File: config.mk
export PLATFORM = sky130hd
export DESIGN_NAME = atten_word_ctrl
export DESIGN_NICKNAME = d
export VERILOG_FILES = /design/src/rtl/atten_ctrl_pkg.sv /design/src/rtl/atten_pin_sync.sv /design/src/rtl/atten_shift_reg.sv /design/src/rtl/atten_word_reg.sv /design/src/rtl/atten_word_ctrl.sv
export SDC_FILE = /design/constraint.sdc
export NUM_CORES = 1
export LEC_CHECK = 0
export ABC_AREA = 0
export ABC_CLOCK_PERIOD_IN_PS = 3850
export BUFFER_PORTS_ARGS = -buffer_cell sky130_fd_sc_hd__clkbuf_2
export CORE_AREA = 2 2 51 53
export DETAILED_ROUTE_END_ITERATION = 8
export DIE_AREA = 0 0 53 55
export PLACE_DENSITY = 0.73
export SYNTH_ARGS = -nofsm -noshare
export SYNTH_HDL_FRONTEND = slang
export SYNTH_SLANG_ARGS = --single-unit
File: constraint.sdc
create_clock -name clk -period 3.85 [get_ports clk]
set_input_delay 0.1925 -clock clk [delete_from_list [all_inputs] [get_ports clk]]
set_output_delay 0.1925 -clock clk [all_outputs]
set_load 0.05 [all_outputs]
File: src/rtl/atten_ctrl_pkg.sv
package atten_ctrl_pkg;

   // default control word width: six binary-weighted attenuation steps
   localparam int unsigned DEF_WORD_W = 6;

   // parallel-mode power-up preset codes, bit 0 = 8 dB select, bit 1 = 16 dB select
   typedef enum logic [1:0] {
      PRE_REF   = 2'b00,
      PRE_MID   = 2'b01,
      PRE_HIGH  = 2'b10,
      PRE_ALL   = 2'b11
   } preset_code_e;

endpackage

File: src/rtl/atten_pin_sync.sv
module atten_pin_sync #(
   parameter int unsigned W      = 8,
   parameter int unsigned STAGES = 2
) (
   input  logic         clk,
   input  logic         rst_n,
   input  logic [W-1:0] d_i,
   output logic [W-1:0] q_o
);

   logic [STAGES-1:0][W-1:0] stg;

   // reset preloads every stage with the live pin value so that no false
   // edge or stale level appears once reset is released
   always_ff @(posedge clk) begin
      if (!rst_n) begin
         stg <= {STAGES{d_i}};
      end else begin
         stg[0] <= d_i;
         for (int unsigned i = 1; i < STAGES; i++) begin
            stg[i] <= stg[i-1];
         end
      end
   end

   assign q_o = stg[STAGES-1];

endmodule

File: src/rtl/atten_shift_reg.sv
module atten_shift_reg #(
   parameter int unsigned WORD_W    = 6,
   parameter bit          MSB_FIRST = 1'b1
) (
   input  logic              clk,
   input  logic              rst_n,
   input  logic              enable_i,
   input  logic              sclk_i,
   input  logic              sdata_i,
   output logic [WORD_W-1:0] shreg_o
);

   logic              sclk_q;
   logic              shift_now;
   logic [WORD_W-1:0] shreg_q;
   logic [WORD_W-1:0] shreg_nx;

   assign shift_now = enable_i & sclk_i & ~sclk_q;

   generate
      if (MSB_FIRST) begin : g_msb_first
         assign shreg_nx = {shreg_q[WORD_W-2:0], sdata_i};


         shift_in_chk: assert property (@(posedge clk) disable iff (!rst_n)
            shift_now |=> (shreg_q[WORD_W-1:1] == $past(shreg_q[WORD_W-2:0])));
      end else begin : g_lsb_first
         assign shreg_nx = {sdata_i, shreg_q[WORD_W-1:1]};


         shift_in_chk: assert property (@(posedge clk) disable iff (!rst_n)
            shift_now |=> (shreg_q[WORD_W-2:0] == $past(shreg_q[WORD_W-1:1])));
      end
   endgenerate

   always_ff @(posedge clk) begin
      if (!rst_n) begin
         sclk_q  <= sclk_i;
         shreg_q <= '0;
      end else begin
         sclk_q <= sclk_i;
         if (shift_now) begin
            shreg_q <= shreg_nx;
         end
      end
   end

   assign shreg_o = shreg_q;

endmodule

File: src/rtl/atten_word_reg.sv
module atten_word_reg #(
   parameter int unsigned WORD_W = 6
) (
   input  logic              clk,
   input  logic              rst_n,
   input  logic [WORD_W-1:0] pwr_word_i,
   input  logic              open_i,
   input  logic [WORD_W-1:0] src_i,
   output logic [WORD_W-1:0] word_o,
   output logic              valid_o
);

   logic [WORD_W-1:0] word_q;
   logic [WORD_W-1:0] word_d;
   logic              valid_q;

   // transparent latch emulated in the system clock domain
   assign word_d = open_i ? src_i : word_q;

   always_ff @(posedge clk) begin
      if (!rst_n) begin
         word_q  <= pwr_word_i;
         valid_q <= 1'b0;
      end else begin
         word_q  <= word_d;
         valid_q <= (word_d != word_q);
      end
   end

   assign word_o  = word_q;
   assign valid_o = valid_q;


   valid_pulse_chk: assert property (@(posedge clk) disable iff (!rst_n)
      valid_q |-> (word_q != $past(word_q)));


   change_flagged_chk: assert property (@(posedge clk) disable iff (!rst_n)
      (word_q != $past(word_q)) |-> valid_q);

endmodule

File: src/rtl/atten_word_ctrl.sv
module atten_word_ctrl
   import atten_ctrl_pkg::*;
#(
   parameter int unsigned WORD_W      = DEF_WORD_W,
   parameter int unsigned SYNC_STAGES = 2,
   parameter bit          MSB_FIRST   = 1'b1
) (
   input  logic              clk,
   input  logic              rst_n,
   input  logic              ser_mode_i,
   input  logic              sdata_i,
   input  logic              sclk_i,
   input  logic              le_i,
   input  logic [WORD_W-1:0] par_word_i,
   input  logic [1:0]        preset_i,
   output logic [WORD_W-1:0] word_o,
   output logic              word_valid_o
);

   localparam int unsigned BUS_W   = WORD_W + 4;
   localparam int unsigned MODE_IX = BUS_W - 1;
   localparam int unsigned LE_IX   = BUS_W - 2;
   localparam int unsigned SCLK_IX = BUS_W - 3;
   localparam int unsigned DATA_IX = BUS_W - 4;

   generate
      if (WORD_W < 3) begin : g_bad_width
         $error("atten_word_ctrl: WORD_W must be at least 3");
      end
      if (SYNC_STAGES < 2) begin : g_bad_sync
         $error("atten_word_ctrl: SYNC_STAGES must be at least 2");
      end
   endgenerate

   logic [BUS_W-1:0]  pins_raw;
   logic [BUS_W-1:0]  pins_s;
   logic              mode_s;
   logic              le_s;
   logic              sclk_s;
   logic              sdata_s;
   logic [WORD_W-1:0] par_s;
   logic [WORD_W-1:0] shreg;
   logic [WORD_W-1:0] src;
   logic [WORD_W-1:0] preset_word;
   logic [WORD_W-1:0] pwr_word;

   assign pins_raw = {ser_mode_i, le_i, sclk_i, sdata_i, par_word_i};

   atten_pin_sync #(
      .W      (BUS_W),
      .STAGES (SYNC_STAGES)
   ) u_sync (
      .clk   (clk),
      .rst_n (rst_n),
      .d_i   (pins_raw),
      .q_o   (pins_s)
   );

   assign mode_s  = pins_s[MODE_IX];
   assign le_s    = pins_s[LE_IX];
   assign sclk_s  = pins_s[SCLK_IX];
   assign sdata_s = pins_s[DATA_IX];
   assign par_s   = pins_s[WORD_W-1:0];

   atten_shift_reg #(
      .WORD_W    (WORD_W),
      .MSB_FIRST (MSB_FIRST)
   ) u_shift (
      .clk      (clk),
      .rst_n    (rst_n),
      .enable_i (mode_s),
      .sclk_i   (sclk_s),
      .sdata_i  (sdata_s),
      .shreg_o  (shreg)
   );

   // power-up preset, decoded from the raw pins while reset holds them steady
   always_comb begin
      preset_word = '0;
      case (preset_code_e'(preset_i))
         PRE_REF:  preset_word = '0;
         PRE_MID:  preset_word[WORD_W-2] = 1'b1;
         PRE_HIGH: preset_word[WORD_W-1] = 1'b1;
         PRE_ALL:  begin
            preset_word    = '1;
            preset_word[0] = 1'b0;
         end
         default:  preset_word = '0;
      endcase
   end

   assign pwr_word = (ser_mode_i || le_i) ? par_word_i : preset_word;
   assign src      = mode_s ? shreg : par_s;

   atten_word_reg #(
      .WORD_W (WORD_W)
   ) u_word (
      .clk        (clk),
      .rst_n      (rst_n),
      .pwr_word_i (pwr_word),
      .open_i     (le_s),
      .src_i      (src),
      .word_o     (word_o),
      .valid_o    (word_valid_o)
   );


   hold_when_low_chk: assert property (@(posedge clk) disable iff (!rst_n)
      !le_s |=> $stable(word_o));


   direct_follow_chk: assert property (@(posedge clk) disable iff (!rst_n)
      (!mode_s && le_s) |=> (word_o == $past(par_s)));


   serial_pass_chk: assert property (@(posedge clk) disable iff (!rst_n)
      (mode_s && le_s) |=> (word_o == $past(shreg)));


   no_shift_parallel_chk: assert property (@(posedge clk) disable iff (!rst_n)
      !mode_s |=> $stable(shreg));

endmodule

Yosys cells after proc, flatten, opt, wreduce, memory -nomap -nowiden:

Index checks and enable logic that the tools add are counted.

* reduce and logical (&&, ||, !) cells: 3
* muxes and demuxes: 8
* equality and inequality tests: 4
* bitwise logic cells: 3

Operator list (count)
* 2-to-1 mux 6 bit: 4
* 2-to-1 mux 20 bit: 1
* inequality test 6 bit: 1
* == test 2 bit, second input constant: 2
* 2-to-1 mux 4 bit: 1
* OR reduction 2 bit: 2
* bitwise AND 1 bit: 2
* == test 2 x 1 -> 1 bit, second input constant: 1
* 2-to-1 mux 1 bit: 2
* logical OR 1 bit: 1
* inverter 1 bit: 1

* output and inout bits: 7
* bits in registers: 34
* input bits: 14
* word-level logic and storage cells: 24

Depth between registers and ports, before layout:

* depth after elaboration: 5
* mapped depth: 5
* depth with buffers taken out: 4

By module:

From an unflattened synthesis, not the netlist that was laid out.

* cells, all modules: 114
* area total of the unflattened synthesis: 1383.8 um^2

Modules (own cells, without submodules)
* atten_pin_sync: area each 636.9 um^2, cells an instance 41, instances 1, sequential area each 400.4 um^2
* atten_word_reg: area each 334.1 um^2, cells an instance 36, instances 1, sequential area each 140.1 um^2
* atten_shift_reg: area each 246.5 um^2, cells an instance 21, instances 1, sequential area each 140.1 um^2
* atten_word_ctrl: area each 166.4 um^2, cells an instance 16, instances 1, sequential area each 0.0 um^2

Worst setup path before layout:

Ideal clock, no wire load.

* kind: register -> register
* start: reg u_word.word_q[0] (netlist: u_word.word_o[0])
* end: reg u_word.valid_q (netlist: u_word.valid_o)
* setup time: 131 ps
* cell stages (with the launch flop): 4
* arrival time: 1124 ps
* buffers on the path: 0
* data required time: 3719 ps
* path slack: 2595 ps
* path through: dfxtp_1 > xnor2_1 > nor4_1 > a31oi_1

* longest elaborated chain between the ends: 2

RTL lines
* start, declared: line atten_word_reg.sv:13 `logic [WORD_W-1:0] word_q;`
* start signal, assigned: line atten_word_reg.sv:22 `word_q <= pwr_word_i;`
* start signal, assigned: line atten_word_reg.sv:25 `word_q <= word_d;`
* 2-to-1 mux 6 bit: line atten_word_reg.sv:18 `assign word_d = open_i ? src_i : word_q;`
* inequality test 6 bit *: line atten_word_reg.sv:26 `valid_q <= (word_d != word_q);`
* end signal, assigned: line atten_word_reg.sv:26
* end, declared: line atten_word_reg.sv:15 `logic valid_q;`

Mark *: on every way between the ends. The rest lies on a longest branch, timed or not.
A chain may end at the register's enable or synchronous reset.

Final worst setup path:

* start: reg u_sync.stg (netlist bit u_sync.q_o[9])
* end: reg u_word.valid_q (netlist: u_word.valid_o)

* longest elaborated chain between the ends: 3

RTL lines
* start, declared: line atten_pin_sync.sv:11 `logic [STAGES-1:0][W-1:0] stg;`
* start signal, assigned: line atten_pin_sync.sv:17 `stg <= {STAGES{d_i}};`
* start signal, assigned by index: line atten_pin_sync.sv:21 `stg[i] <= stg[i-1];`
* 2-to-1 mux 6 bit: line atten_word_ctrl.sv:93 `assign src = mode_s ? shreg : par_s;`
* 2-to-1 mux 6 bit: line atten_word_reg.sv:18
* inequality test 6 bit: line atten_word_reg.sv:26

Every way passes these cells.

==> run metrics <==
peak supply drop 0.383 mV; Area growth syn-to-layout 22.2%; Max Cap Viol 0; Slew Limit Fails 0; cell family with most CP delay flip-flops; Residual DRC 0; final wirelength 2050 microns; maximum clock rate 669 MHz; row count 18; CP startpoint kind flip-flop; # diodes 0; number of synthesized register bits 34; RD Place Congestion 0.716; Die Width 53 microns; Hold Crit Class in2reg; top cell type's share of synthesized area 56.0%; P_int 0.509 mW; CTS tree yes; flop2flop setup slack 2.36 ns; Async SR Flop Fraction 0%; Worst R2R Path Depth 4; CP max stage cell dfxtp_1; largest net degree at the start of global routing 30; Post-Syn Area 1220 sq um; first-pass GRT wire length 3370 microns; Fillers 210; chip height 55 microns; count leader, synth dfxtp_1; Die ar. 2920 sq um; WP data required 4.06 ns; critical path type reg2reg; GR Util All Layers 17.4%; sequential share of the synthesized area 56.0%; drt pass-1 iters 6; r2r startpoint u_sync.q_o[9]; WHS Endpoint u_word.word_o[5]; pre-CTS setup slack 2.34 ns; core footprint 2360 sq um; total leakage power 0.658 nW; capturing point of the worst reg2reg path u_word.valid_o; gate count of the mapped netlist 107; H-tree depth 2; setup_tns 0 ns; Top FF cell, synth dfxtp_1; Synth area leader dfxtp_1; post-cts sizing count 0; remaining antenna violation count 0; clock-pin transition on the worst setup and hold timing paths 0.09 ns; Via Count 828; WP buf/inv 0; top cells by area, synth dfxtp_1 56%, mux2_1 8.3%, mux2i_1 8.2%, nor2b_1 3.1%, xnor2_1 2.9%; syn nets 121; Final Util 62.9%; Num CTS Buffers 5; Worst Skew 0.00236 ns; Post-synth top cells 34 x dfxtp_1, 10 x mux2i_1, 9 x mux2_1, 9 x nand2_1; clk_lat worst skew 0.33 ns; Cell variety after synth 24; Synthesis Warnings 0; Combinational Power Share 15.4%; P_sw 0.189 mW; Remaining Overflow, GRT 0; vias in the first global route 790; worst slew pin tran 0.546 ns; Starting DRT DRC Count 17; Critical Path AT 1.70 ns; min Tclk post-route 1.49 ns; Max Buffers Root-to-Sink 2; EDFF count, synth 0; synthesized area per cell 11.4 sq um; Initial Utilization 51.4%; Wirelength per Cell 12.0 microns; fraction of layout cells with a size suffix above 1 20.7%; worst-path cell chain mux2i_2, xnor2_1, nor4_1, a31oi_1; Setup crit end kind flip-flop; Clock power frac 28.4%; final-report setup violation count 0; Clock Tree Root clkbuf_4; slowest cell delay on critical path 0.56 ns; sw frac 27.1%; RSZ-0062 raised after global routing false; PnR worst setup slack 2.36 ns; fin crit share 38.8%; Slew HR 63.6%; hold path startpoint preset_i[1]; Fin Hold WS 0.145 ns; crit path max fanout 7; Final #Nets 153; HPWL after detailed placement 1420 microns; status finished clean; sequential share of power 56.2%; vias per cell 4.87; port bufs 20; hold path depth 3; I/O pins 21; critical path depth in cells 4; clock tree sinks 34; Power per Cell Area 470 nW/um^2; Hold Vio Cnt, Final 0; initial antenna violation count 0
-- per-layer routing --
| metal | up-vias | routed length, microns | global-route usage [%] |
|---|---|---|---|
| li1 | 437 | - | - |
| met1 | 366 | 868 | 17.4 |
| met2 | 18 | 1020 | 29.6 |
| met3 | 7 | 110 | 9.41 |
| met4 | 0 | 43 | 8.97 |
| met5 | - | 0 | 0 |
-- kinds of logic (layout without fill, tap and decap cells) --
kind of cell	Yosys count	after routing	synth area share, %
flip-flops	34	34	56.0
multiplexers	21	21	18.8
AND/OR/NAND/NOR	23	23	9.88
AO/OA/AOI/OAI	18	18	8.74
XOR/XNOR	6	6	4.32
buffers and inverters	5	38	2.26
-- tightest hold or removal path: stages --
cell      delay [ns]
clkbuf_2        0.08
a211oi_1        0.06
a21oi_1         0.10
-- placed cells by master, fill, tap and decap left out, drive strengths merged --
master	n
a211oi	4
a21oi	5
a31oi	1
and2	2
and3	1
clkbuf	27
clkinv	1
dfxtp	34
dlygate4sd3	10
mux2	9
mux2i	12
nand2	9
nand2b	1
nand3b	1
nor2	1
nor2b	6
nor4	1
o211ai	2
o21ai	6
or2	1
xnor2	4
xor2	2
-- area by class of cell --
type | count | area [sq um] | area share [%]
Clock buffer | 7 | 55.1 | 3.70
Clock inverter | 1 | 5.00 | 0.337
Multi-Input combinational cell | 68 | 508 | 34.2
Sequential cell | 34 | 681 | 45.8
Tap cell | 30 | 37.5 | 2.53
Timing Repair Buffer | 30 | 200 | 13.5
-- through the flow --
step | total power [mW] | std cells | area [sq um]
floorplan | 0.476 | 107 | 1220
global placement | 0.499 | 152 | 1330
detailed placement | 0.501 | 152 | 1330
CTS | 0.707 | 170 | 1490
global route | 0.734 | 170 | 1490
finish | 0.698 | 170 | 1490
-- power by group through the flow --
| stage | combinational (mW) | sequential, mW | clock (mW) |
|---|---|---|---|
| 3_5_place_dp | 0.100 | 0.401 | 0 |
| 5_1_grt | 0.118 | 0.396 | 0.220 |
| 6_report | 0.107 | 0.393 | 0.198 |
| 4_1_cts | 0.109 | 0.393 | 0.205 |
| 2_1_floorplan | 0.0521 | 0.424 | 0 |
| 3_3_place_gp | 0.0981 | 0.401 | 0 |
-- state kept, by name, indices dropped and copies added, names as in the netlist --
| name | flops |
|---|---|
| u_shift.sclk_q | 1 |
| u_shift.shreg_o | 6 |
| u_sync.q_o | 10 |
| u_sync.stg | 10 |
| u_word.valid_o | 1 |
| u_word.word_o | 6 |
-- what timing repair did --
item	4_1_cts	5_1_grt
hold buffers	10	0
setup buffers	0	0
endpoints found under the hold margin	10	0
-- worst max path at each step --
| stage | end | slack (ns) | startpoint |
|---|---|---|---|
| 6_report | u_word.valid_o | 2.36 | u_sync.q_o[9] |
| 5_1_grt | u_word.valid_o | 2.18 | u_sync.q_o[9] |
| 4_1_cts | u_word.valid_o | 2.32 | u_sync.q_o[9] |
| 3_5_place_dp | u_word.valid_o | 2.34 | u_sync.q_o[9] |
| 3_3_place_gp | u_word.valid_o | 2.46 | u_sync.q_o[9] |
| 2_1_floorplan | u_word.valid_o | 2.60 | u_word.word_o[0] |
Note: power is estimated with default switching activity, not from simulation.
